--- config.mk ---
export PLATFORM = sky130hd
export DESIGN_NAME = seg_xlate_unit
export DESIGN_NICKNAME = d
export VERILOG_FILES = /design/src/rtl/seg_xlate_pkg.sv /design/src/rtl/seg_desc_file.sv /design/src/rtl/seg_check.sv /design/src/rtl/seg_rsp_stage.sv /design/src/rtl/seg_xlate_unit.sv
export SDC_FILE = /design/constraint.sdc
export NUM_CORES = 1
export LEC_CHECK = 0
export BUFFER_PORTS_ARGS = -buffer_cell sky130_fd_sc_hd__buf_2
export CORE_AREA = 2 2 124 156
export CTS_BUF_LIST = sky130_fd_sc_hd__clkbuf_8
export DETAILED_ROUTE_END_ITERATION = 10
export DIE_AREA = 0 0 126 158
export GPL_ROUTABILITY_DRIVEN = 0
export GPL_TIMING_DRIVEN = 0
export MAX_ROUTING_LAYER = met4
export PLACE_DENSITY = 0.81
export SKIP_CTS_REPAIR_TIMING = 1
export SYNTH_ARGS = -nofsm -noshare
export SYNTH_HDL_FRONTEND = slang
export SYNTH_SLANG_ARGS = --single-unit
--- constraint.sdc ---
create_clock -name clk -period 3.1 [get_ports clk]
set_clock_uncertainty 0.05 [all_clocks]
set_input_delay 0.31 -clock clk [delete_from_list [all_inputs] [get_ports clk]]
set_output_delay 0.31 -clock clk [all_outputs]
set_load 0.02 [all_outputs]
--- src/rtl/seg_xlate_pkg.sv ---
package seg_xlate_pkg;

    localparam int unsigned SEG_BASE_W = 32;
    localparam int unsigned SEG_LIM_W  = 20;
    localparam int unsigned SEG_PL_W   = 2;
    localparam int unsigned SEG_COUNT  = 3;
    localparam int unsigned SEG_SEL_W  = 2;

    // Fault causes; encoding is visible at the top-level port
    typedef enum logic [2:0] {
        FLT_NONE   = 3'd0,
        FLT_BOUND  = 3'd1,
        FLT_PROT   = 3'd2,
        FLT_PRIV   = 3'd3,
        FLT_BADSEG = 3'd4
    } flt_cause_e;

    typedef struct packed {
        logic [SEG_BASE_W-1:0] base;
        logic [SEG_LIM_W-1:0]  limit;
        logic [SEG_PL_W-1:0]   dpl;
        logic                  usable;
        logic                  rd_only;
    } seg_desc_t;

endpackage

--- src/rtl/seg_desc_file.sv ---
module seg_desc_file
    import seg_xlate_pkg::*;
#(
    parameter int unsigned N_SEG = SEG_COUNT,
    parameter int unsigned SEL_W = SEG_SEL_W
) (
    input  logic             clk_i,
    input  logic             rst_ni,
    input  logic             wr_en_i,
    input  logic [SEL_W-1:0] wr_sel_i,
    input  seg_desc_t        wr_desc_i,
    output seg_desc_t        desc_o [N_SEG]
);

    seg_desc_t tbl_d [N_SEG];
    seg_desc_t tbl_q [N_SEG];

    // Next-state: only the addressed slot changes; out-of-range selectors hit nothing
    always_comb begin
        for (int i = 0; i < int'(N_SEG); i++) begin
            tbl_d[i] = tbl_q[i];
            if (wr_en_i && (wr_sel_i == SEL_W'(i))) begin
                tbl_d[i] = wr_desc_i;
            end
        end
    end

    always_ff @(posedge clk_i or negedge rst_ni) begin
        if (!rst_ni) begin
            for (int i = 0; i < int'(N_SEG); i++) begin
                tbl_q[i] <= '0;
            end
        end else begin
            for (int i = 0; i < int'(N_SEG); i++) begin
                tbl_q[i] <= tbl_d[i];
            end
        end
    end

    for (genvar g = 0; g < int'(N_SEG); g++) begin : g_slot
        assign desc_o[g] = tbl_q[g];

        // an addressed write lands in its slot
        a_r8_slot_load: assert property (@(posedge clk_i) disable iff (!rst_ni)
            (wr_en_i && (wr_sel_i == SEL_W'(g))) |=> (tbl_q[g] == $past(wr_desc_i)));

        // any other write (including the unused selector) leaves the slot alone
        a_r8_slot_keep: assert property (@(posedge clk_i) disable iff (!rst_ni)
            !(wr_en_i && (wr_sel_i == SEL_W'(g))) |=> $stable(tbl_q[g]));
    end

endmodule

--- src/rtl/seg_check.sv ---
module seg_check
    import seg_xlate_pkg::*;
#(
    parameter int unsigned VA_W  = 32,
    parameter int unsigned PA_W  = 32,
    parameter int unsigned N_SEG = SEG_COUNT,
    parameter int unsigned SEL_W = SEG_SEL_W
) (
    input  logic [VA_W-1:0]     addr_i,
    input  logic                wr_i,
    input  logic [SEG_PL_W-1:0] cpl_i,
    input  seg_desc_t           desc_i [N_SEG],
    output logic [PA_W-1:0]     paddr_o,
    output flt_cause_e          cause_o
);

    localparam int unsigned OFF_W = VA_W - SEL_W;
    localparam int unsigned CMP_W = (OFF_W > SEG_LIM_W) ? OFF_W : SEG_LIM_W;

    logic [SEL_W-1:0] sel;
    logic [OFF_W-1:0] off;
    seg_desc_t        pick;
    logic             hit;
    logic             out_of_bound;

    // Segment select and offset split
    always_comb begin
        sel  = addr_i[VA_W-1 -: SEL_W];
        off  = addr_i[OFF_W-1:0];
        pick = '0;
        hit  = 1'b0;
        for (int i = 0; i < int'(N_SEG); i++) begin
            if (sel == SEL_W'(i)) begin
                pick = desc_i[i];
                hit  = 1'b1;
            end
        end
        out_of_bound = (CMP_W'(off) >= CMP_W'(pick.limit));
    end

    // Fixed priority: invalid > privilege > protection > bound
    always_comb begin
        if (!hit || !pick.usable) begin
            cause_o = FLT_BADSEG;
        end else if (cpl_i > pick.dpl) begin
            cause_o = FLT_PRIV;
        end else if (wr_i && pick.rd_only) begin
            cause_o = FLT_PROT;
        end else if (out_of_bound) begin
            cause_o = FLT_BOUND;
        end else begin
            cause_o = FLT_NONE;
        end
        paddr_o = (cause_o == FLT_NONE) ? (PA_W'(pick.base) + PA_W'(off)) : '0;
    end

endmodule

--- src/rtl/seg_rsp_stage.sv ---
module seg_rsp_stage
    import seg_xlate_pkg::*;
#(
    parameter int unsigned PA_W = 32
) (
    input  logic            clk_i,
    input  logic            rst_ni,
    input  logic            take_i,
    input  logic [PA_W-1:0] paddr_i,
    input  flt_cause_e      cause_i,
    input  logic            out_ready_i,
    output logic            in_ready_o,
    output logic            out_valid_o,
    output logic [PA_W-1:0] out_paddr_o,
    output logic            out_fault_o,
    output flt_cause_e      out_cause_o
);

    typedef struct packed {
        logic            valid;
        logic            fault;
        flt_cause_e      cause;
        logic [PA_W-1:0] paddr;
    } rsp_t;

    rsp_t rsp_d;
    rsp_t rsp_q;

    assign in_ready_o = !rsp_q.valid || out_ready_i;

    always_comb begin
        rsp_d = rsp_q;
        if (take_i) begin
            rsp_d.valid = 1'b1;
            rsp_d.fault = (cause_i != FLT_NONE);
            rsp_d.cause = cause_i;
            rsp_d.paddr = paddr_i;
        end else if (out_ready_i) begin
            rsp_d.valid = 1'b0;
        end
    end

    always_ff @(posedge clk_i or negedge rst_ni) begin
        if (!rst_ni) begin
            rsp_q <= '0;
        end else begin
            rsp_q <= rsp_d;
        end
    end

    assign out_valid_o = rsp_q.valid;
    assign out_paddr_o = rsp_q.paddr;
    assign out_fault_o = rsp_q.fault;
    assign out_cause_o = rsp_q.cause;

    // a stalled response keeps every field
    a_r7_hold_stalled: assert property (@(posedge clk_i) disable iff (!rst_ni)
        (out_valid_o && !out_ready_i) |=>
            (out_valid_o && $stable(out_paddr_o) && $stable(out_cause_o) && $stable(out_fault_o)));

endmodule

--- src/rtl/seg_xlate_unit.sv ---
module seg_xlate_unit
    import seg_xlate_pkg::*;
#(
    parameter int unsigned VA_W = 32,
    parameter int unsigned PA_W = 32
) (
    input  logic                  clk,
    input  logic                  rst_n,
    input  logic                  cfg_we,
    input  logic [SEG_SEL_W-1:0]  cfg_sel,
    input  logic [SEG_BASE_W-1:0] cfg_base,
    input  logic [SEG_LIM_W-1:0]  cfg_limit,
    input  logic [SEG_PL_W-1:0]   cfg_dpl,
    input  logic                  cfg_usable,
    input  logic                  cfg_rd_only,
    input  logic                  req_valid,
    output logic                  req_ready,
    input  logic [VA_W-1:0]       req_addr,
    input  logic                  req_write,
    input  logic [SEG_PL_W-1:0]   req_cpl,
    output logic                  rsp_valid,
    input  logic                  rsp_ready,
    output logic [PA_W-1:0]       rsp_paddr,
    output logic                  rsp_fault,
    output logic [2:0]            rsp_cause
);

    seg_desc_t  wr_desc;
    seg_desc_t  tbl [SEG_COUNT];
    logic [PA_W-1:0] chk_paddr;
    flt_cause_e chk_cause;
    flt_cause_e out_cause;
    logic       accept;

    always_comb begin
        wr_desc.base    = cfg_base;
        wr_desc.limit   = cfg_limit;
        wr_desc.dpl     = cfg_dpl;
        wr_desc.usable  = cfg_usable;
        wr_desc.rd_only = cfg_rd_only;
    end

    seg_desc_file #(
        .N_SEG (SEG_COUNT),
        .SEL_W (SEG_SEL_W)
    ) desc_file_i (
        .clk_i     (clk),
        .rst_ni    (rst_n),
        .wr_en_i   (cfg_we),
        .wr_sel_i  (cfg_sel),
        .wr_desc_i (wr_desc),
        .desc_o    (tbl)
    );

    seg_check #(
        .VA_W  (VA_W),
        .PA_W  (PA_W),
        .N_SEG (SEG_COUNT),
        .SEL_W (SEG_SEL_W)
    ) check_i (
        .addr_i  (req_addr),
        .wr_i    (req_write),
        .cpl_i   (req_cpl),
        .desc_i  (tbl),
        .paddr_o (chk_paddr),
        .cause_o (chk_cause)
    );

    assign accept = req_valid && req_ready;

    seg_rsp_stage #(
        .PA_W (PA_W)
    ) rsp_stage_i (
        .clk_i       (clk),
        .rst_ni      (rst_n),
        .take_i      (accept),
        .paddr_i     (chk_paddr),
        .cause_i     (chk_cause),
        .out_ready_i (rsp_ready),
        .in_ready_o  (req_ready),
        .out_valid_o (rsp_valid),
        .out_paddr_o (rsp_paddr),
        .out_fault_o (rsp_fault),
        .out_cause_o (out_cause)
    );

    assign rsp_cause = out_cause;

    // every accepted request yields a response on the next cycle
    a_r7_one_cycle: assert property (@(posedge clk) disable iff (!rst_n)
        accept |=> rsp_valid);

    // backpressure blocks new requests
    a_r7_block_stalled: assert property (@(posedge clk) disable iff (!rst_n)
        (rsp_valid && !rsp_ready) |-> !req_ready);

    // the unused selector always reports an invalid segment
    a_r5_unused_sel: assert property (@(posedge clk) disable iff (!rst_n)
        (accept && (req_addr[VA_W-1 -: SEG_SEL_W] == 2'd3)) |=>
            (rsp_fault && (rsp_cause == 3'd4)));

    // a faulting response carries no address
    a_r10_no_addr: assert property (@(posedge clk) disable iff (!rst_n)
        (rsp_valid && rsp_fault) |-> (rsp_paddr == '0));

    // fault flag agrees with the cause code
    a_r10_flag_cause: assert property (@(posedge clk) disable iff (!rst_n)
        rsp_valid |-> (rsp_fault == (rsp_cause != 3'd0)));

endmodule

==> results of run 1 <==
[power breakdown]
part | switching (mW) | total [mW] | internal (mW)
registers | 0.209 | 3.31 | 3.10
logic | 0.991 | 1.95 | 0.955
clock network | 1.11 | 2.35 | 1.24
[registers in the layout (all words and copies together) (netlist names)]
signal,flops
desc_file_i.desc_o,168
rsp_stage_i.out_cause_o,3
rsp_stage_i.out_fault_o,1
rsp_stage_i.out_paddr_o,32
rsp_stage_i.out_valid_o,1
[cell usage in the layout, fill, tap and decap left out, types with 34 or more instances in the layout]
| cell | Yosys | final |
|---|---|---|
| a21oi_1 | 53 | 51 |
| buf_2 | 3 | 137 |
| clkbuf_8 | 0 | 42 |
| dfrtp_1 | 205 | 205 |
| dlygate4sd3_1 | 0 | 43 |
| ha_1 | 52 | 51 |
| mux2_2 | 169 | 169 |
| mux2i_1 | 56 | 56 |
| nand2_1 | 57 | 57 |
| nor2_1 | 44 | 44 |
| o21ai_0 | 43 | 34 |
[worst max path at each step]
stage	slack [ns]	start	to
6_report	0.07	desc_file_i.desc_o[93]	rsp_stage_i.out_paddr_o[23]
5_1_grt	-0.01	req_addr[31]	rsp_stage_i.out_paddr_o[23]
4_1_cts	-0.43	req_addr[31]	rsp_stage_i.out_paddr_o[24]
3_5_place_dp	-0.96	req_addr[31]	rsp_stage_i.out_paddr_o[24]
3_3_place_gp	-1.74	rst_n	desc_file_i.desc_o[83]
2_1_floorplan	0.006	req_addr[30]	rsp_stage_i.out_paddr_o[31]
[cells by family after synthesis]
kind of cell | Yosys count | share of synthesized area [%]
DFF | 205 | 47.3
buffers and inverters | 54 | 1.97
AOI/OAI and AO/OA | 199 | 12.9
xor gates and xnor gates | 21 | 1.70
muxes | 225 | 22.7
and+or+nand+nor | 161 | 7.23
adders and majority gates | 53 | 6.19
[metrics by stage]
step	area [sq um]	power [mW]	utilization (%)	instances	worst slack, ns
5_1_grt	13100	7.99	70.8	1395	-0.0114
4_1_cts	12500	7.55	67.7	1346	-0.434
3_3_place_gp	11800	5.11	63.9	1285	-1.74
2_1_floorplan	10900	4.65	-	918	0.00640
3_5_place_dp	11900	5.20	64.1	1286	-0.957
6_report	13100	7.61	70.8	1395	0.0675
[metal layers]
metal  wire [microns]  track usage, %  up-vias
met5                0               -        -
met4             1010            12.1        0
met3             1330            4.22       65
met2            13800            47.5      240
met1            11000            32.9     4109
li1                 -               -     3831
[worst register-to-register path, cell delays in order, from the launching register on]
cell	delay (ns)
dfrtp_1	0.35
mux2i_1	0.07
o21ai_0	0.37
ha_1	0.40
and2_2	0.25
a31o_2	0.27
a211oi_4	0.27
nand2_2	0.13
a21o_1	0.20
a211o_1	0.28
a32o_1	0.26
[layout make-up]
type | instances | share of cell area, %
Antenna cell | 1 | 0.0191
Buffer | 44 | 1.92
Clock buffer | 42 | 4.41
Clock inverter | 18 | 0.726
Inverter | 10 | 0.287
Multi-Input combinational cell | 659 | 42.1
Sequential cell | 205 | 39.2
Tap cell | 232 | 2.22
Timing Repair Buffer | 184 | 9.11
==> key figures, run 1 <==
Final layout
  – Sequential cell area: 0.00513 sq mm
  – Fillcell total: 1369
  – Final nets: 1289
  – Area of the multi-input gates: 0.00552 sq mm
  – Syn-to-layout area delta: 20.8%
  – Fraction of layout cells with a size suffix above 1: 35.4%

Route
  – ANT nets after route: 0
  – Post-DR wirelength/cell: 19.5 microns
  – First-pass iteration count of the detailed router: 4
  – Detailed-route DRC error count: 0
  – DR iter-0 viols: 463
  – Routed vias/inst: 5.91
  – Via Count: 8245
  – Final wirelength: 27200 microns

Floorplanning
  – Core Area: 0.0185 sq mm
  – Row cnt: 56
  – Die height: 158 microns
  – Die W: 126 microns
  – Initial core utilization: 58.6%
  – Die area: 0.0199 sq mm
  – # IOs: 136

Clocking
  – CTS tree: yes
  – H-tree Lvls: 2
  – CTS clk-pin slew, worst paths: 0.06 ns
  – CTS root buf: clkbuf_8
  – CTS Sinks: 205
  – CTS buffer count: 34
  – Maximum clock path buffer count: 3
  – Worst skew pair latency: 0.56 ns

Run status
  – Violated checks: negative hold slack
  – Outcome: finished, violations left

Logic synthesis
  – Sequential share of the synthesized area: 47.3%
  – Syn Nets: 1069
  – Synth cell types: 72
  – Yosys top cell by area: dfrtp_1
  – Post-synth EDFFs: 0
  – Yosys top cell area share: 47.3%
  – Mapped Cells: 918
  – Ys Warns: 0
  – Dominant cell by count in the synthesized netlist: dfrtp_1
  – Syn Std Cell Area: 0.0108 sq mm
  – Post-Syn Area per Cell: 11.8 sq um
  – Post-synth top cells: 205 x dfrtp_1, 169 x mux2_2, 57 x nand2_1, 56 x mux2i_1, 53 x a21oi_1
  – Ys async rst share: 100%
  – Synth area leaders: dfrtp_1 47%, mux2_2 18%, ha_1 6.0%
  – FF+latch count, synth: 205
  – Top FF cell, synth: dfrtp_1

Setup path
  – Max stage delay on crit path: 0.40 ns
  – WP data arrival: 3.39 ns
  – WP depth: 10
  – Worst Reg-to-Reg Cells: 10
  – Critical Path Fanout Max: 6
  – Critical Path RT: 3.46 ns
  – CP Launch Type: register
  – Slowest stage cell, crit path: ha_1
  – Reg-to-Reg Start: desc_file_i.desc_o[93]
  – R2r setup slk: 0.07 ns
  – CP Capture Type: register
  – Worst path buffer plus inverter count: 0
  – R2R Path End: rsp_stage_i.out_paddr_o[23]
  – Family with the most delay on the worst path: compound AO/OA/AOI/OAI gates
  – CP Class: reg2reg
  – Critical-path cell list: mux2i_1 -> o21ai_0 -> ha_1 -> and2_2 -> a31o_2 -> a211oi_4 -> nand2_2 -> a21o_1 -> a211o_1 -> a32o_1

Timing
  – Final setup TNS: 0 ns
  – Final hold slack: -0.0143 ns
  – Final setup viols: 0
  – Final period utilization: 97.8%
  – Final Max Slew Viols: 0
  – Slew headroom: 47.2%
  – Worst-Margin Slew: 0.792 ns
  – Fin crit period: 3.03 ns
  – Peak Freq: 330 MHz
  – Final count of hold timing violations: 8

Global route
  – First-pass GRT wire length: 42200 microns
  – Initial antenna violation count: 1
  – GRT Overall Usage: 27.8%
  – Vias in the first global route: 8255
  – Largest net degree at the start of global routing: 105
  – Global route total overflow: 0

Job
  – Max Cap Viol: 0

Power and ir drop
  – Peak supply drop: 0.365 mV
  – Pwr dens: 581 mW/mm^2
  – Leakage: 6.19 nW

Placed design
  – Buffers on Ports: 135
  – DP HPWL: 19600 microns

Min path
  – Min-delay src: cfg_base[16]
  – WHS Endpoint: desc_file_i.desc_o[96]
  – Worst hold stages: 2
  – HP Class: in2reg
Power figures use the tool's default switching activity.
==> inputs of run 2 (changes only) <==
CORE_AREA = 2 2 126 159   (was 2 2 124 156)
DIE_AREA = 0 0 128 161   (was 0 0 126 158)
PLACE_DENSITY = 0.82   (was 0.81)
SYNTH_HIERARCHICAL = 1   (was default)
==> run 2 against run 1 <==
  * The flow finishes with violations (negative hold slack, negative setup slack)
  * Worst setup slack got worse by 0.26 ns
  * Fmax fell by 7.8%
  * Critical path depth rose by 3
  * Register-to-register slack got worse by 0.26 ns
  * Critical path type unchanged
  * Cell count rose by 1.4%
  * Total power rose by 8.7%
==> key figures, run 2 <==
Route
  – Detailed-route DRC error count: 0 (unchanged)
  – First-pass iteration count of the detailed router: 5 (+1)
  – DR iter-0 viols: 484 (+4.5%)
  – Routed vias/inst: 5.85 (-0.97%)
  – ANT nets after route: 0 (unchanged)
  – Final wirelength: 28600 microns (+5.0%)
  – Post-DR wirelength/cell: 20.2 microns (+3.5%)
  – Via Count: 8282 (+0.45%)

Floorplanning
  – # IOs: 136 (unchanged)
  – Row cnt: 57 (+1.8%)
  – Die height: 161 microns (+1.9%)
  – Initial core utilization: 59.8% (+1.2 points)
  – Core Area: 0.0191 sq mm (+3.3%)
  – Die W: 128 microns (+1.6%)
  – Die area: 0.0206 sq mm (+3.5%)

Timing
  – Slew headroom: 55.3% (+8.1 points)
  – Final period utilization: 106% (+8.3 points)
  – Final count of hold timing violations: 1 (-7)
  – PnR worst setup slack: -0.190 ns (-0.257 ns)
  – Worst-Margin Slew: 0.670 ns (-0.122 ns)
  – Peak Freq: 304 MHz (-7.8%)
  – Final setup viols: 10 (+10)
  – Final Max Slew Viols: 0 (unchanged)
  – Fin crit period: 3.29 ns (+0.257 ns)
  – Setup repair after global routing missed its margin: true
  – Final setup TNS: -1.07 ns (-1.07 ns)
  – Final hold slack: -0.000220 ns (+0.0141 ns)

Power and ir drop
  – Peak supply drop: 0.449 mV (+23%)
  – P_int: 5.83 mW (+10%)
  – Reg power frac: 40.5% (-3.0 points)
  – Switching power: 2.44 mW (+5.5%)
  – Pwr dens: 595 mW/mm^2 (+2.5%)
  – Clock power frac: 33.1% (+2.2 points)
  – Comb power frac: 26.4% (+0.8 points)
  – Leakage: 6.88 nW (+11%)
  – Sw frac: 29.5% (-0.90 points)

Logic synthesis
  – Syn Nets: 1094 (+2.3%)
  – Post-synth top cells: 205 x dfrtp_1, 106 x mux2_2, 97 x mux2_4, 64 x nor2_1, 56 x mux2i_1
  – Synth cell types: 54 (-25%)
  – Post-Syn Area per Cell: 12.1 sq um (+2.7%)
  – Ys async rst share: 100% (unchanged)
  – Post-synth EDFFs: 0 (unchanged)
  – Mapped Cells: 943 (+2.7%)
  – Syn Std Cell Area: 0.0114 sq mm (+5.5%)
  – Synth area leaders: dfrtp_1 45%, mux2_4 13%, mux2_2 10%
  – Yosys top cell area share: 44.9% (-2.5 points)
  – Yosys top cell by area: dfrtp_1
  – Top FF cell, synth: dfrtp_1
  – Dominant cell by count in the synthesized netlist: dfrtp_1
  – Ys Warns: 6 (+6)
  – Sequential share of the synthesized area: 44.9% (-2.5 points)
  – FF+latch count, synth: 205 (unchanged)

Min path
  – Min-delay src: cfg_limit[6]
  – WHS Endpoint: desc_file_i/desc_o[10]
  – HP Class: in2reg
  – Worst hold stages: 2 (unchanged)

Global route
  – Global route total overflow: 0 (unchanged)
  – Largest net degree at the start of global routing: 119 (+13%)
  – Vias in the first global route: 8311 (+0.68%)
  – Initial antenna violation count: 1 (unchanged)
  – GRT Overall Usage: 28.0% (+0.14 points)
  – First-pass GRT wire length: 43600 microns (+3.3%)

Setup path
  – CP Capture Type: register
  – R2R Path End: rsp_stage_i/out_paddr_o[24]
  – Critical Path RT: 3.45 ns (about the same)
  – Critical Path Fanout Max: 4 (-2)
  – CP Launch Type: register
  – CP Class: reg2reg
  – Worst Reg-to-Reg Cells: 13 (+3)
  – Reg-to-Reg Start: desc_file_i/desc_o[82]
  – R2r setup slk: -0.19 ns (-0.26 ns)
  – WP data arrival: 3.64 ns (+0.25 ns)

Final layout
  – Most common cell after layout, fill and taps aside: dfrtp_1
  – Syn-to-layout area delta: 21.5%
  – Area of the multi-input gates: 0.00613 sq mm (+11%)
  – Sequential cell area: 0.00513 sq mm (unchanged)
  – Fillcell total: 1277 (-6.7%)
  – Final nets: 1304 (+1.2%)
  – Fraction of layout cells with a size suffix above 1: 43.5% (+8.1 points)
  – Fin area: 0.0139 sq mm (+6.1%)
  – Max reg flops: 168 (unchanged)
  – Commonest non-fill, non-tap cells in the layout: 205 x dfrtp_1, 138 x buf_2, 105 x mux2_2, 98 x mux2_4, 64 x nor2_1

Clocking
  – CTS clk-pin slew, worst paths: 0.06 ns (about the same)
  – Maximum clock path buffer count: 3 (unchanged)
  – CTS buffer count: 35 (+2.9%)
  – CTS root buf: clkbuf_8
  – H-tree Lvls: 2 (unchanged)
  – CTS Sinks: 205 (unchanged)
  – CTS tree: yes
  – Worst skew pair latency: 0.52 ns (-0.04 ns)

Placed design
  – DP HPWL: 19900 microns (+1.8%)
  – DP Area: 0.0125 sq mm (+5.7%)
  – Buffers on Ports: 135 (unchanged)

Run status
  – Violated checks: negative hold slack, negative setup slack
  – Outcome: finished, violations left

Job
  – Max Cap Viol: 0 (unchanged)
## run 2: changes by cell type after synthesis, sizes merged, moves of 9 or more
cell	previous run	this run
nor2	45	64
buf	10	31
a22o	22	0
xor2	4	13
o21ai	45	63
mux2	169	203
clkbuf	34	18
## run 2: power by group through the flow
stage / logic (mW) / clock network, mW / registers [mW]
final: 2.18 / 2.74 / 3.35
after global routing: 2.37 / 2.90 / 3.39
after CTS: 2.01 / 2.79 / 3.34
after floorplan: 1.49 / 0 / 3.33
after detailed placement: 2.00 / 0 / 3.38
after global placement: 1.93 / 0 / 3.36
## run 2: layer usage
layer | wire length, microns | global-route usage [%]
met1 | 11700 | 34.3
met2 | 14000 | 46.2
met3 | 1550 | 4.94
met4 | 1300 | 10.9
met5 | 0 | -
## run 2: stage by stage
step	setup WS [ns]	hold WS, ns	utilization (%)	total power [mW]	instances
after detailed placement	-1.08	0.319	65.6	5.38	1315
after CTS	-0.543	-0.233	69.7	8.14	1377
after global routing	-0.325	-0.00138	72.7	8.66	1415
after global placement	-1.73	0.437	65.4	5.29	1314
final	-0.190	-0.000220	72.7	8.27	1415
after floorplan	-0.0807	-0.0356	-	4.82	943
## run 2: layout make-up
class | instances | area share, %
Antenna cell | 1 | 0.0180
Inverter | 10 | 0.270
Tap cell | 236 | 2.12
Multi-Input combinational cell | 679 | 44.1
Clock buffer | 47 | 4.65
Buffer | 49 | 3.39
Sequential cell | 205 | 36.9
Clock inverter | 15 | 1.05
Timing Repair Buffer | 173 | 7.45
## run 2: cells by family (layout without fill, tap and decap cells)
family / Yosys count / count (layout) / synth area share [%]
AO/OA/AOI/OAI: 172 / 172 / 9.24
XOR/XNOR: 22 / 22 / 1.68
adder cells (fa/ha/maj): 53 / 53 / 5.86
buffers and inverters: 59 / 294 / 3.14
flip-flops: 205 / 205 / 44.9
multiplexers: 259 / 259 / 28.1
other: 0 / 1 / 0
AND/OR/NAND/NOR: 173 / 173 / 7.14
## run 2: worst max path at each step
stage,from,end,cells after the start
floorplan,req_addr[31],rsp_stage_i/out_paddr_o[24],18
global placement,rst_n,desc_file_i/desc_o[138],1
detailed placement,req_addr[30],rsp_stage_i/out_paddr_o[10],16
CTS,req_addr[30],rsp_stage_i/out_paddr_o[10],16
global route,desc_file_i/desc_o[80],rsp_stage_i/out_paddr_o[28],15
finish,desc_file_i/desc_o[82],rsp_stage_i/out_paddr_o[24],13
## run 2: critical path, stage by stage, from the launching register on
cell and delay (ns):
dfrtp_1 0.36, mux2i_1 0.07, o21ai_0 0.28, ha_1 0.34, nor2b_4 0.15, o31a_1 0.27
o31a_1 0.33, a211oi_4 0.40, o211ai_2 0.16, a21oi_4 0.24, o21ai_2 0.08, xnor2_1 0.13
nor2_1 0.05, mux2_4 0.25
==> inputs of run 3 (changes only) <==
CORE_AREA = 2 2 107 187   (was 2 2 126 159)
DIE_AREA = 0 0 109 189   (was 0 0 128 161)
==> run 3 against run 2 <==
  * The flow still finishes with violations (negative hold slack, negative setup slack)
  * Sequential share of layout area fell by 0.64 points
  * Final area rose by 1.8%
  * Via count rose by 2.1%
  * Routed wire length rose by 4.6%
  * Sequential cell count did not move
  * Non-clock buffer count rose by 43
  * Critical endpoint is now rsp_stage_i/out_paddr_o[14]
  * Largest cell class unchanged
  * Largest power group unchanged
  * Highest routed layer unchanged
==> key figures, run 3 (synthesized netlist as in run 2, its figures left out) <==
Setup path
  – WP data arrival: 3.70 ns (+0.06 ns)
  – CP Class: reg2reg
  – Slowest stage cell, crit path: dfrtp_1
  – Worst path buffer plus inverter count: 3 (+3)
  – CP Launch Type: register
  – Critical Path RT: 3.52 ns (+0.07 ns)
  – Crit path top cell by count: o31a_1
  – Family with the most delay on the worst path: compound AO/OA/AOI/OAI gates
  – CP Capture Type: register
  – Critical Path Fanout Max: 3 (-1)
  – Critical-path cell list: mux2i_1 -> o21ai_2 -> ha_2 -> inv_2 -> fa_2 -> nor2b_4 -> o31a_1 -> o31a_1 -> a211oi_4 -> inv_1 -> a21oi_2 -> buf_4 -> xor2_1 -> nor2_1 -> mux2_4
  – Max stage delay on crit path: 0.38 ns (-0.02 ns)

Timing
  – Final count of hold timing violations: 1 (unchanged)
  – Peak Freq: 305 MHz (+0.28%)
  – Final setup viols: 10 (unchanged)
  – Fin crit period: 3.28 ns (-0.00929 ns)
  – Worst-Margin Slew: 0.667 ns (-0.00325 ns)
  – Setup repair after global routing missed its margin: true
  – PnR worst setup slack: -0.180 ns (+0.00929 ns)
  – Final hold slack: -0.0145 ns (-0.0142 ns)
  – Slew headroom: 55.5% (+0.22 points)
  – Final Max Slew Viols: 0 (unchanged)
  – Final period utilization: 106% (-0.30 points)

Power and ir drop
  – Peak supply drop: 0.402 mV (-11%)
  – P_int: 5.36 mW (-8.1%)
  – Comb power frac: 29.4% (+3.0 points)
  – Reg power frac: 43.1% (+2.6 points)
  – Sw frac: 31.1% (+1.6 points)
  – Switching power: 2.42 mW (-0.93%)
  – Leakage: 6.98 nW (+1.5%)
  – Pwr dens: 550 mW/mm^2 (-7.6%)
  – Tot Pwr: 7.77 mW (-6.0%)
  – Clock power frac: 27.5% (-5.6 points)

Global route
  – GRT Overall Usage: 28.6% (+0.62 points)
  – Largest net degree at the start of global routing: 127 (+6.7%)
  – Initial antenna violation count: 0 (-1)
  – Vias in the first global route: 8490 (+2.2%)
  – Global route total overflow: 0 (unchanged)
  – First-pass GRT wire length: 44200 microns (+1.3%)

Final layout
  – Most common cell after layout, fill and taps aside: dfrtp_1
  – Max reg flops: 168 (unchanged)
  – Final non-filler cell total: 1455 (+2.8%)
  – Syn-to-layout area delta: 23.7%
  – Fillcell total: 1261 (-1.3%)
  – Fraction of layout cells with a size suffix above 1: 41.4% (-2.1 points)
  – Final nets: 1343 (+3.0%)
  – N_diodes: 0 (-1)
  – Commonest non-fill, non-tap cells in the layout: 205 x dfrtp_1, 138 x buf_2, 105 x mux2_2, 98 x mux2_4, 64 x nor2_1
  – Fin area: 0.0141 sq mm (+1.8%)

Floorplanning
  – Core Area: 0.0190 sq mm (-0.44%)
  – # IOs: 136 (unchanged)
  – Die W: 109 microns (-15%)
  – Row cnt: 67 (+18%)
  – Initial core utilization: 60.1% (+0.26 points)
  – Die area: 0.0206 sq mm (about the same)
  – Die height: 189 microns (+17%)

Min path
  – HP Class: in2reg

Route
  – Final wirelength: 29900 microns (+4.6%)
  – Routed vias/inst: 5.81 (-0.72%)
  – Detailed-route DRC error count: 0 (unchanged)
  – DR iter-0 viols: 455 (-6.0%)
  – Via Count: 8455 (+2.1%)
  – Post-DR wirelength/cell: 20.5 microns (+1.7%)
  – First-pass iteration count of the detailed router: 5 (unchanged)
  – ANT nets after route: 0 (unchanged)

Clocking
  – H-tree Lvls: 1 (-1)
  – CTS buffer count: 31 (-11%)
  – CTS clk-pin slew, worst paths: 0.07 ns (about the same)
  – Worst skew pair latency: 0.58 ns (+0.06 ns)
  – CTS Sinks: 205 (unchanged)
  – CTS root buf: clkbuf_8
  – CTS tree: yes
  – Maximum clock path buffer count: 3 (unchanged)

Placed design
  – DP HPWL: 20800 microns (+4.3%)
  – DP Area: 0.0125 sq mm (about the same)
  – Dpl cells: 1320 (+0.38%)
  – Buffers on Ports: 135 (unchanged)

Run status
  – Outcome: finished, violations left
  – Violated checks: negative hold slack, negative setup slack

Job
  – Max Cap Viol: 0 (unchanged)
-- run 3: area by class of cell --
class	instances	area, sq um	area share (%)
plain buffers	49	434	3.07
clock inverters	18	78.8	0.557
multi-input cells	679	6180	43.7
inverters	10	37.5	0.265
repair buffers	216	1470	10.4
flip-flops and latches	205	5130	36.3
clock buffers	37	509	3.60
well taps	241	302	2.13
-- run 3: path summary, 6_finish.rpt --
check	start	endpoint	slack, ns	cells past startpoint
setup reg to reg	desc_file_i/desc_o[80]	rsp_stage_i/out_paddr_o[14]	-0.18	15
setup / recovery	desc_file_i/desc_o[80]	rsp_stage_i/out_paddr_o[14]	-0.18	15
hold / removal	rsp_ready	rsp_stage_i/out_valid_o	-0.01	3
min in group asynchronous	rst_n	rsp_stage_i/out_paddr_o[19]	0.24	2
hold reg to reg	desc_file_i/desc_o[4]	desc_file_i/desc_o[4]	0.45	1
max in group asynchronous	rst_n	desc_file_i/desc_o[27]	1.68	3
-- run 3: per-stage QoR --
stage               hold WS (ns)  utilization, %  setup TNS, ns  worst slack (ns)
floorplan                -0.0356               -         -0.201           -0.0807
global route              0.0131            74.3          -3.89            -0.315
detailed placement         0.283            65.9         -32.80             -1.13
finish                   -0.0145            74.3          -1.11            -0.180
CTS                       -0.333            69.0         -12.67            -0.528
global placement           0.435            65.7        -377.22             -1.71
-- run 3: power by group through the flow --
stage	Combinational, mW	Sequential [mW]	Clock (mW)
final	2.28	3.35	2.14
after global routing	2.47	3.39	2.30
after CTS	2.02	3.34	2.19
after detailed placement	2.01	3.38	0
after global placement	1.94	3.36	0
after floorplan	1.49	3.33	0
-- run 3: per-layer routing --
layer / part of all wire (%) / global-route usage (%) / vias to the layer above
met2: 52 / 48.8 / 283
met1: 38 / 31.8 / 4188
met4: 5.2 / 14.4 / 0
met3: 5.0 / 4.54 / 89
met5: 0 / - / -
li1: - / - / 3895
-- run 3: worst reg2reg max path, delay by kind of cell, from the launching register on --
kind                       cells  cell delay [ns]
AOI/OAI and AO/OA              5             1.26
muxes                          2             0.44
adders and majority gates      2             0.43
DFF                            1             0.38
buffers and inverters          3             0.30
xor gates and xnor gates       1             0.17
and+or+nand+nor                2             0.14
